<file path="src/rtl/laneSteerPkg.sv">
package laneSteerPkg;
  localparam int BYTE_W = 8;
  localparam int LANES  = 2;
  localparam int BUS_W  = BYTE_W * LANES;

  typedef enum logic [1:0] {
    XFER_EVEN8 = 2'd0,
    XFER_ODD8  = 2'd1,
    XFER_WORD  = 2'd2,
    XFER_BAD   = 2'd3
  } xferKindE;

  typedef struct packed {
    logic wrEven;    // store even lane this edge
    logic wrOdd;     // store odd lane this edge
    logic driveBus;  // read data onto the bus
    logic swapLo;    // odd byte travels on the low lane
    logic driveHi;   // high lane carries the odd byte
  } laneStrobeT;
endpackage

</file>
<file path="src/rtl/laneDecode.sv">
module laneDecode
  import laneSteerPkg::*;
(
  input  logic     byteHighEnN,
  input  logic     addr0N,
  output xferKindE xferKind
);
  always_comb begin
    unique case ({byteHighEnN, addr0N})
      2'b11:   xferKind = XFER_EVEN8;
      2'b10:   xferKind = XFER_ODD8;
      2'b01:   xferKind = XFER_WORD;
      default: xferKind = XFER_BAD;
    endcase
  end
endmodule

</file>
<file path="src/rtl/slaveCtrl.sv">
module slaveCtrl
  import laneSteerPkg::*;
#(
  parameter int ACK_DELAY = 4
) (
  input  logic       clk,
  input  logic       rstN,
  input  logic       rdCmdN,
  input  logic       wrCmdN,
  input  xferKindE   xferKind,
  output laneStrobeT strobes,
  output logic       xackN
);
  localparam int CNT_W = $clog2(ACK_DELAY + 1);
  localparam logic [CNT_W-1:0] LAST_CNT = CNT_W'(ACK_DELAY - 1);
  localparam logic [CNT_W-1:0] ONE_CNT  = CNT_W'(1);

  typedef enum logic [1:0] {ST_IDLE, ST_WAIT, ST_ACK, ST_HOLD} ctrlStateE;

  ctrlStateE        st, stNext;
  logic [CNT_W-1:0] cnt, cntNext;
  logic             cmdRd, cmdWr, cmdAny, legalCmd, ackEnter;

  assign cmdRd    = !rdCmdN && wrCmdN;
  assign cmdWr    = !wrCmdN && rdCmdN;
  assign cmdAny   = !rdCmdN || !wrCmdN;
  assign legalCmd = (cmdRd || cmdWr) && (xferKind != XFER_BAD);

  always_comb begin
    stNext  = st;
    cntNext = cnt;
    unique case (st)
      ST_IDLE: begin
        if (legalCmd) begin
          if (ACK_DELAY <= 1) stNext = ST_ACK;
          else begin
            stNext  = ST_WAIT;
            cntNext = ONE_CNT;
          end
        end else if (cmdAny) begin
          stNext = ST_HOLD;
        end
      end
      ST_WAIT: begin
        if (!legalCmd)            stNext = cmdAny ? ST_HOLD : ST_IDLE;
        else if (cnt == LAST_CNT) stNext = ST_ACK;
        else                      cntNext = cnt + ONE_CNT;
      end
      ST_ACK:  if (!cmdAny) stNext = ST_IDLE;
      ST_HOLD: if (!cmdAny) stNext = ST_IDLE;
      default: stNext = ST_IDLE;
    endcase
  end

  always_ff @(posedge clk) begin
    if (!rstN) begin
      st  <= ST_IDLE;
      cnt <= '0;
    end else begin
      st  <= stNext;
      cnt <= cntNext;
    end
  end

  assign ackEnter = (stNext == ST_ACK) && (st != ST_ACK);

  always_comb begin
    strobes.wrEven   = ackEnter && cmdWr &&
                       (xferKind == XFER_EVEN8 || xferKind == XFER_WORD);
    strobes.wrOdd    = ackEnter && cmdWr &&
                       (xferKind == XFER_ODD8 || xferKind == XFER_WORD);
    strobes.driveBus = cmdRd && (xferKind != XFER_BAD);
    strobes.swapLo   = (xferKind == XFER_ODD8);
    strobes.driveHi  = (xferKind == XFER_WORD);
  end

  assign xackN = (st != ST_ACK);
endmodule

</file>
<file path="src/rtl/laneDatapath.sv">
module laneDatapath
  import laneSteerPkg::*;
#(
  parameter int ADDR_W = 8
) (
  input  logic              clk,
  input  logic [ADDR_W-1:0] wordAddr,
  input  logic [BUS_W-1:0]  dataIn,
  input  laneStrobeT        strobes,
  output logic [BUS_W-1:0]  dataOut
);
  localparam int DEPTH = 1 << ADDR_W;

  logic [BYTE_W-1:0] wrByte [LANES];
  logic [BYTE_W-1:0] rdByte [LANES];
  logic [LANES-1:0]  wrLane;

  assign wrLane    = {strobes.wrOdd, strobes.wrEven};
  assign wrByte[0] = dataIn[BYTE_W-1:0];
  assign wrByte[1] = strobes.swapLo ? dataIn[BYTE_W-1:0] : dataIn[BUS_W-1:BYTE_W];

  for (genvar g = 0; g < LANES; g++) begin : g_lane
    logic [BYTE_W-1:0] laneMem [DEPTH];
    always_ff @(posedge clk) begin
      if (wrLane[g]) laneMem[wordAddr] <= wrByte[g];
    end
    assign rdByte[g] = laneMem[wordAddr];
  end

  always_comb begin
    dataOut = '0;
    if (strobes.driveBus) begin
      dataOut[BYTE_W-1:0]     = strobes.swapLo ? rdByte[1] : rdByte[0];
      dataOut[BUS_W-1:BYTE_W] = strobes.driveHi ? rdByte[1] : '0;
    end
  end
endmodule

</file>
<file path="src/rtl/byteLaneRamSlave.sv">
module byteLaneRamSlave
  import laneSteerPkg::*;
#(
  parameter int ADDR_W    = 8,
  parameter int ACK_DELAY = 4
) (
  input  logic              clk,
  input  logic              rstN,
  input  logic [ADDR_W-1:0] wordAddr,
  input  logic              addr0N,
  input  logic              byteHighEnN,
  input  logic              memRdCmdN,
  input  logic              memWrCmdN,
  input  logic [15:0]       dataIn,
  output logic [15:0]       dataOut,
  output logic              dataOe,
  output logic              xackN
);
  xferKindE   xferKind;
  laneStrobeT ctlStrobe;

  laneDecode u_decode (
    .byteHighEnN (byteHighEnN),
    .addr0N      (addr0N),
    .xferKind    (xferKind)
  );

  slaveCtrl #(.ACK_DELAY(ACK_DELAY)) u_ctrl (
    .clk      (clk),
    .rstN     (rstN),
    .rdCmdN   (memRdCmdN),
    .wrCmdN   (memWrCmdN),
    .xferKind (xferKind),
    .strobes  (ctlStrobe),
    .xackN    (xackN)
  );

  laneDatapath #(.ADDR_W(ADDR_W)) u_data (
    .clk      (clk),
    .wordAddr (wordAddr),
    .dataIn   (dataIn),
    .strobes  (ctlStrobe),
    .dataOut  (dataOut)
  );

  assign dataOe = ctlStrobe.driveBus;
endmodule

</file>
<file path="config.mk">
export PLATFORM = sky130hd
export DESIGN_NAME = byteLaneRamSlave
export DESIGN_NICKNAME = d
export VERILOG_FILES = /design/src/rtl/laneSteerPkg.sv /design/src/rtl/laneDecode.sv /design/src/rtl/slaveCtrl.sv /design/src/rtl/laneDatapath.sv /design/src/rtl/byteLaneRamSlave.sv
export SDC_FILE = /design/constraint.sdc
export NUM_CORES = 2
export LEC_CHECK = 0
export ABC_AREA = 1
export BUFFER_PORTS_ARGS = -buffer_cell sky130_fd_sc_hd__buf_4
export CORE_ASPECT_RATIO = 0.5
export CORE_MARGIN = 2
export CORE_UTILIZATION = 35
export CTS_CLUSTER_DIAMETER = 40
export CTS_CLUSTER_SIZE = 24
export DETAILED_ROUTE_END_ITERATION = 8
export PLACE_DENSITY = 0.48
export SLEW_MARGIN = 20
export SYNTH_ARGS = -nofsm -noshare
export SYNTH_HDL_FRONTEND = slang
export SYNTH_SLANG_ARGS = --single-unit
export TNS_END_PERCENT = 5
</file>
<file path="constraint.sdc">
create_clock -name clk -period 14.7 [get_ports clk]
set_input_delay 2.205 -clock clk [delete_from_list [all_inputs] [get_ports clk]]
set_output_delay 2.205 -clock clk [all_outputs]
set_load 0.02 [all_outputs]
</file>
==> flow_summary.ini <==
[run_status]
status = finished, final reports clean

[sta]
period_needed_ns = 9.85
max_freq_ghz = 0.101
rsz0062_at_grt = no
slew_viol_final = 0
slew_headroom = 0.199
skew_ns = 0.101
totalNegativeSetupSlack_ns = 0
worstMarginPinSlew_ns = 1.20
finalSetupViolCount = 0
finalCritPeriodShare = 0.670
hold_viol = 0

[synth]
syn-num-nets = 14400
synthCells = 14400
yosysUniqueCellTypes = 27
synth_area_per_cell_um2 = 11.5
synth_compound_area_frac = 0.0154
syn_area_mm2 = 0.165
synth_seq_cells = 4101
synth_mux_area_frac = 0
synth_top_family_by_area = simple AND/OR/NAND/NOR gates
synthAdderAreaFrac = 0.000682
synth-simple-area-share = 0.215
ys_warn_count = 0
synth_xor_area_frac = 0
synth-seq-area-share = 0.746

[setup_path]
path_max_fanout = 74
worstPathRequired_ns = 12.49
cp-end-kind = primary output
cp_slowest_cell = nor2_1
cp_cell_sequence = buf_8 -> buf_4 -> nor2_4 -> buf_12 -> buf_4 -> a22oi_1 -> nand2_1 -> nand2_1 -> nand2_1 -> nor2_1 -> nor2_1 -> nor2_1 -> nand2_1 -> nand2_1 -> nand2_1 -> nor2_1 -> nor2_1 -> buf_4
cpPeakStageDelay_ns = 0.91
critPathLaunchType = input pin
crit_start = wordAddr[1]
r2r_setup_slack_ns = 10.11
r2r-end = u_data.g_lane[1].laneMem[130][5]$_DFFE_PP_
critPathKind = in -> out
reg2reg_depth = 13
arrival_ns = 7.65
crit_end = dataOut[4]
rr_startpoint = u_ctrl.cnt[0]$_SDFFE_PN0P_
cp_common_cell = nand2_1

[clocking]
numCtsBuffers = 456
clockBufferDepth = 4
cts.htree.levels = 5
cts_resized = 0
cts.hold.buffers_added = 0
cts_tree = done
clkTransAtPathRegs_ns = 0.08
clk_latency_ns = 0.98
cts_setup_buffers = 0
cts_root_buf = clkbuf_16
cts_sinks = 4101

[power_and_ir_drop]
clkPwrFrac = 0.453
power_leakage_uw = 0.0698
switching_share = 0.245
pwr-share-comb = 0.058
finalPower_uw = 26400
p_sw_uw = 6470
ir_drop_v = 0.000114
p_int_uw = 20000
power_density_mw_per_mm2 = 138
seqPwrFrac = 0.489

[grt]
grt_max_degree = 144
grt_overflow = 0
globalRouteTotalUtil = 0.224
grt_pass1_wl_um = 784000
grt_pass1_vias = 106000
grt_antenna_before_repair = 38

[final_layout]
regArea_mm2 = 0.123
drive_above_1_share = 0.107
fillers = 44800
multi_input_comb_area_mm2 = 0.0390
area_growth_pct = 15.9
nNetsFinal = 14700
fin_util = 0.407

[drt]
drc = 0
routed_wl_um = 551000
via_per_inst = 5.19
ant_nets = 0
num_vias = 111000
dr.pass1.iters = 6
post_drt_wl_per_cell_um = 25.8
drtIter0Drc = 11800

[floorplan]
fp-row-count = 178
die_w_um = 975
fp.coreArea_mm2 = 0.470
die_area_mm2 = 0.478
initial_core_util = 0.351
fp.dieH_um = 490
ioPinCount = 48

[flow_run]
max_cap_violations = 0

[placement]
gp_congestion = 0.836
dpl.hpwl_um = 311000
io_buffers = 47

[min_path]
hp-class = reg -> reg
==> cell type report <==
type | instances | area share
flip-flops and latches | 4101 | 0.644
multi-input cells | 9391 | 0.204
clock buffers | 491 | 0.0610
well taps | 6300 | 0.0412
repair buffers | 662 | 0.0282
clock inverters | 357 | 0.0210
inverters | 36 | 0.000909
diodes | 3 | 0.0000392
==> synth_stat cells, drive strengths merged <==
cell type  number  area share
o211ai          1    0.000045
edfxtp       4096        0.75
nand2        7255        0.16
o21ai         207      0.0063
o21bai          2    0.000091
inv            32     0.00074
a22oi         116      0.0053
nor2          507       0.012
buf           485       0.014
nand4         383       0.015
ha              9     0.00068
or2             1    0.000038
nor3          519       0.016
clkinv          4    0.000091
a31oi           1    0.000038
nand3         268      0.0081
clkbuf        353      0.0080
dfxtp           5     0.00061
a21oi         122      0.0037
==> worst max-delay path: cells and delay by family <==
kind	cells	cell delay, ns
AO/OA/AOI/OAI	1	0.28
buffers and inverters	5	1.72
AND/OR/NAND/NOR	12	3.22
==> power groups by stage <==
stage          combinational (uW)  clock [uW]  sequential (uW)
6_report                     1530       12000            12900
4_1_cts                      1530       12200            12900
2_1_floorplan                 738           0            13200
3_5_place_dp                 1530           0            13200
5_1_grt                      1650       12600            12900
3_3_place_gp                 1520           0            13200
==> worst min path at each step <==
stage | startpoint | end | slack, ns | depth (start not counted)
finish | u_ctrl.cnt[0]$_SDFFE_PN0P_ | u_ctrl.cnt[0]$_SDFFE_PN0P_ | 0.48 | 1
global route | u_ctrl.cnt[0]$_SDFFE_PN0P_ | u_ctrl.cnt[0]$_SDFFE_PN0P_ | 0.50 | 1
CTS | u_ctrl.cnt[1]$_SDFFE_PN0P_ | u_ctrl.cnt[1]$_SDFFE_PN0P_ | 0.48 | 2
detailed placement | u_ctrl.cnt[2]$_SDFFE_PN0P_ | u_ctrl.cnt[2]$_SDFFE_PN0P_ | 0.47 | 2
global placement | u_ctrl.cnt[2]$_SDFFE_PN0P_ | u_ctrl.cnt[2]$_SDFFE_PN0P_ | 0.45 | 2
floorplan | u_ctrl.cnt[2]$_SDFFE_PN0P_ | u_ctrl.cnt[2]$_SDFFE_PN0P_ | 0.43 | 2
==> layer usage <==
| metal | global-route usage | vias up | share of wire |
|---|---|---|---|
| met3 | 0.0366 | 684 | 0.078 |
| met5 | 0 | - | 0.000038 |
| met4 | 0.0483 | 4 | 0.022 |
| li1 | - | 49800 | - |
| met2 | 0.348 | 4083 | 0.44 |
| met1 | 0.333 | 56100 | 0.46 |
==> registers in the layout, summed over array words and instances (netlist names) <==
| name | count |
|---|---|
| u_ctrl.cnt | 3 |
| u_data.g_lane.laneMem | 4096 |
| u_ctrl.st | 2 |
==> stage by stage <==
| stage | hold WS, ns | std cells | setup slack [ns] | cell area [um2] |
|---|---|---|---|---|
| 2_1_floorplan | 0.435 | 14400 | 7.67 | 165000 |
| 3_3_place_gp | 0.449 | 20500 | 4.89 | 175000 |
| 3_5_place_dp | 0.466 | 20500 | 4.90 | 175000 |
| 4_1_cts | 0.481 | 21300 | 4.89 | 191000 |
| 5_1_grt | 0.502 | 21300 | 4.80 | 191000 |
| 6_report | 0.477 | 21300 | 4.85 | 191000 |
==> cells by family (layout without fill, tap and decap cells) <==
logic type      Yosys count  in the layout
compound gates          449            449
fa+ha+maj                 9              9
buf+inv                 874           1546
flops                  4101           4101
other cells               0              3
simple gates           8933           8933
==> placed cells by master, fill, tap and decap left out, types with 10 or more instances in the layout <==
cell type and n:
nand2_4 26, bufinv_16 50, buf_4 623, inv_6 61
nor3_2 113, nor2_1 496, buf_12 28, clkinv_1 51
clkinvlp_4 49, nand3_1 268, clkbuf_1 29, clkinv_2 55
inv_1 23, edfxtp_1 4096, clkinv_8 22, o21ai_0 110
nand2_1 7220, o21ai_1 92, clkbuf_16 462, a22oi_1 116
nor3_1 406, clkinv_4 42, a21oi_1 122, buf_8 10
inv_8 20, nand4_1 383
No activity file was read; power rests on OpenSTA's default activity.
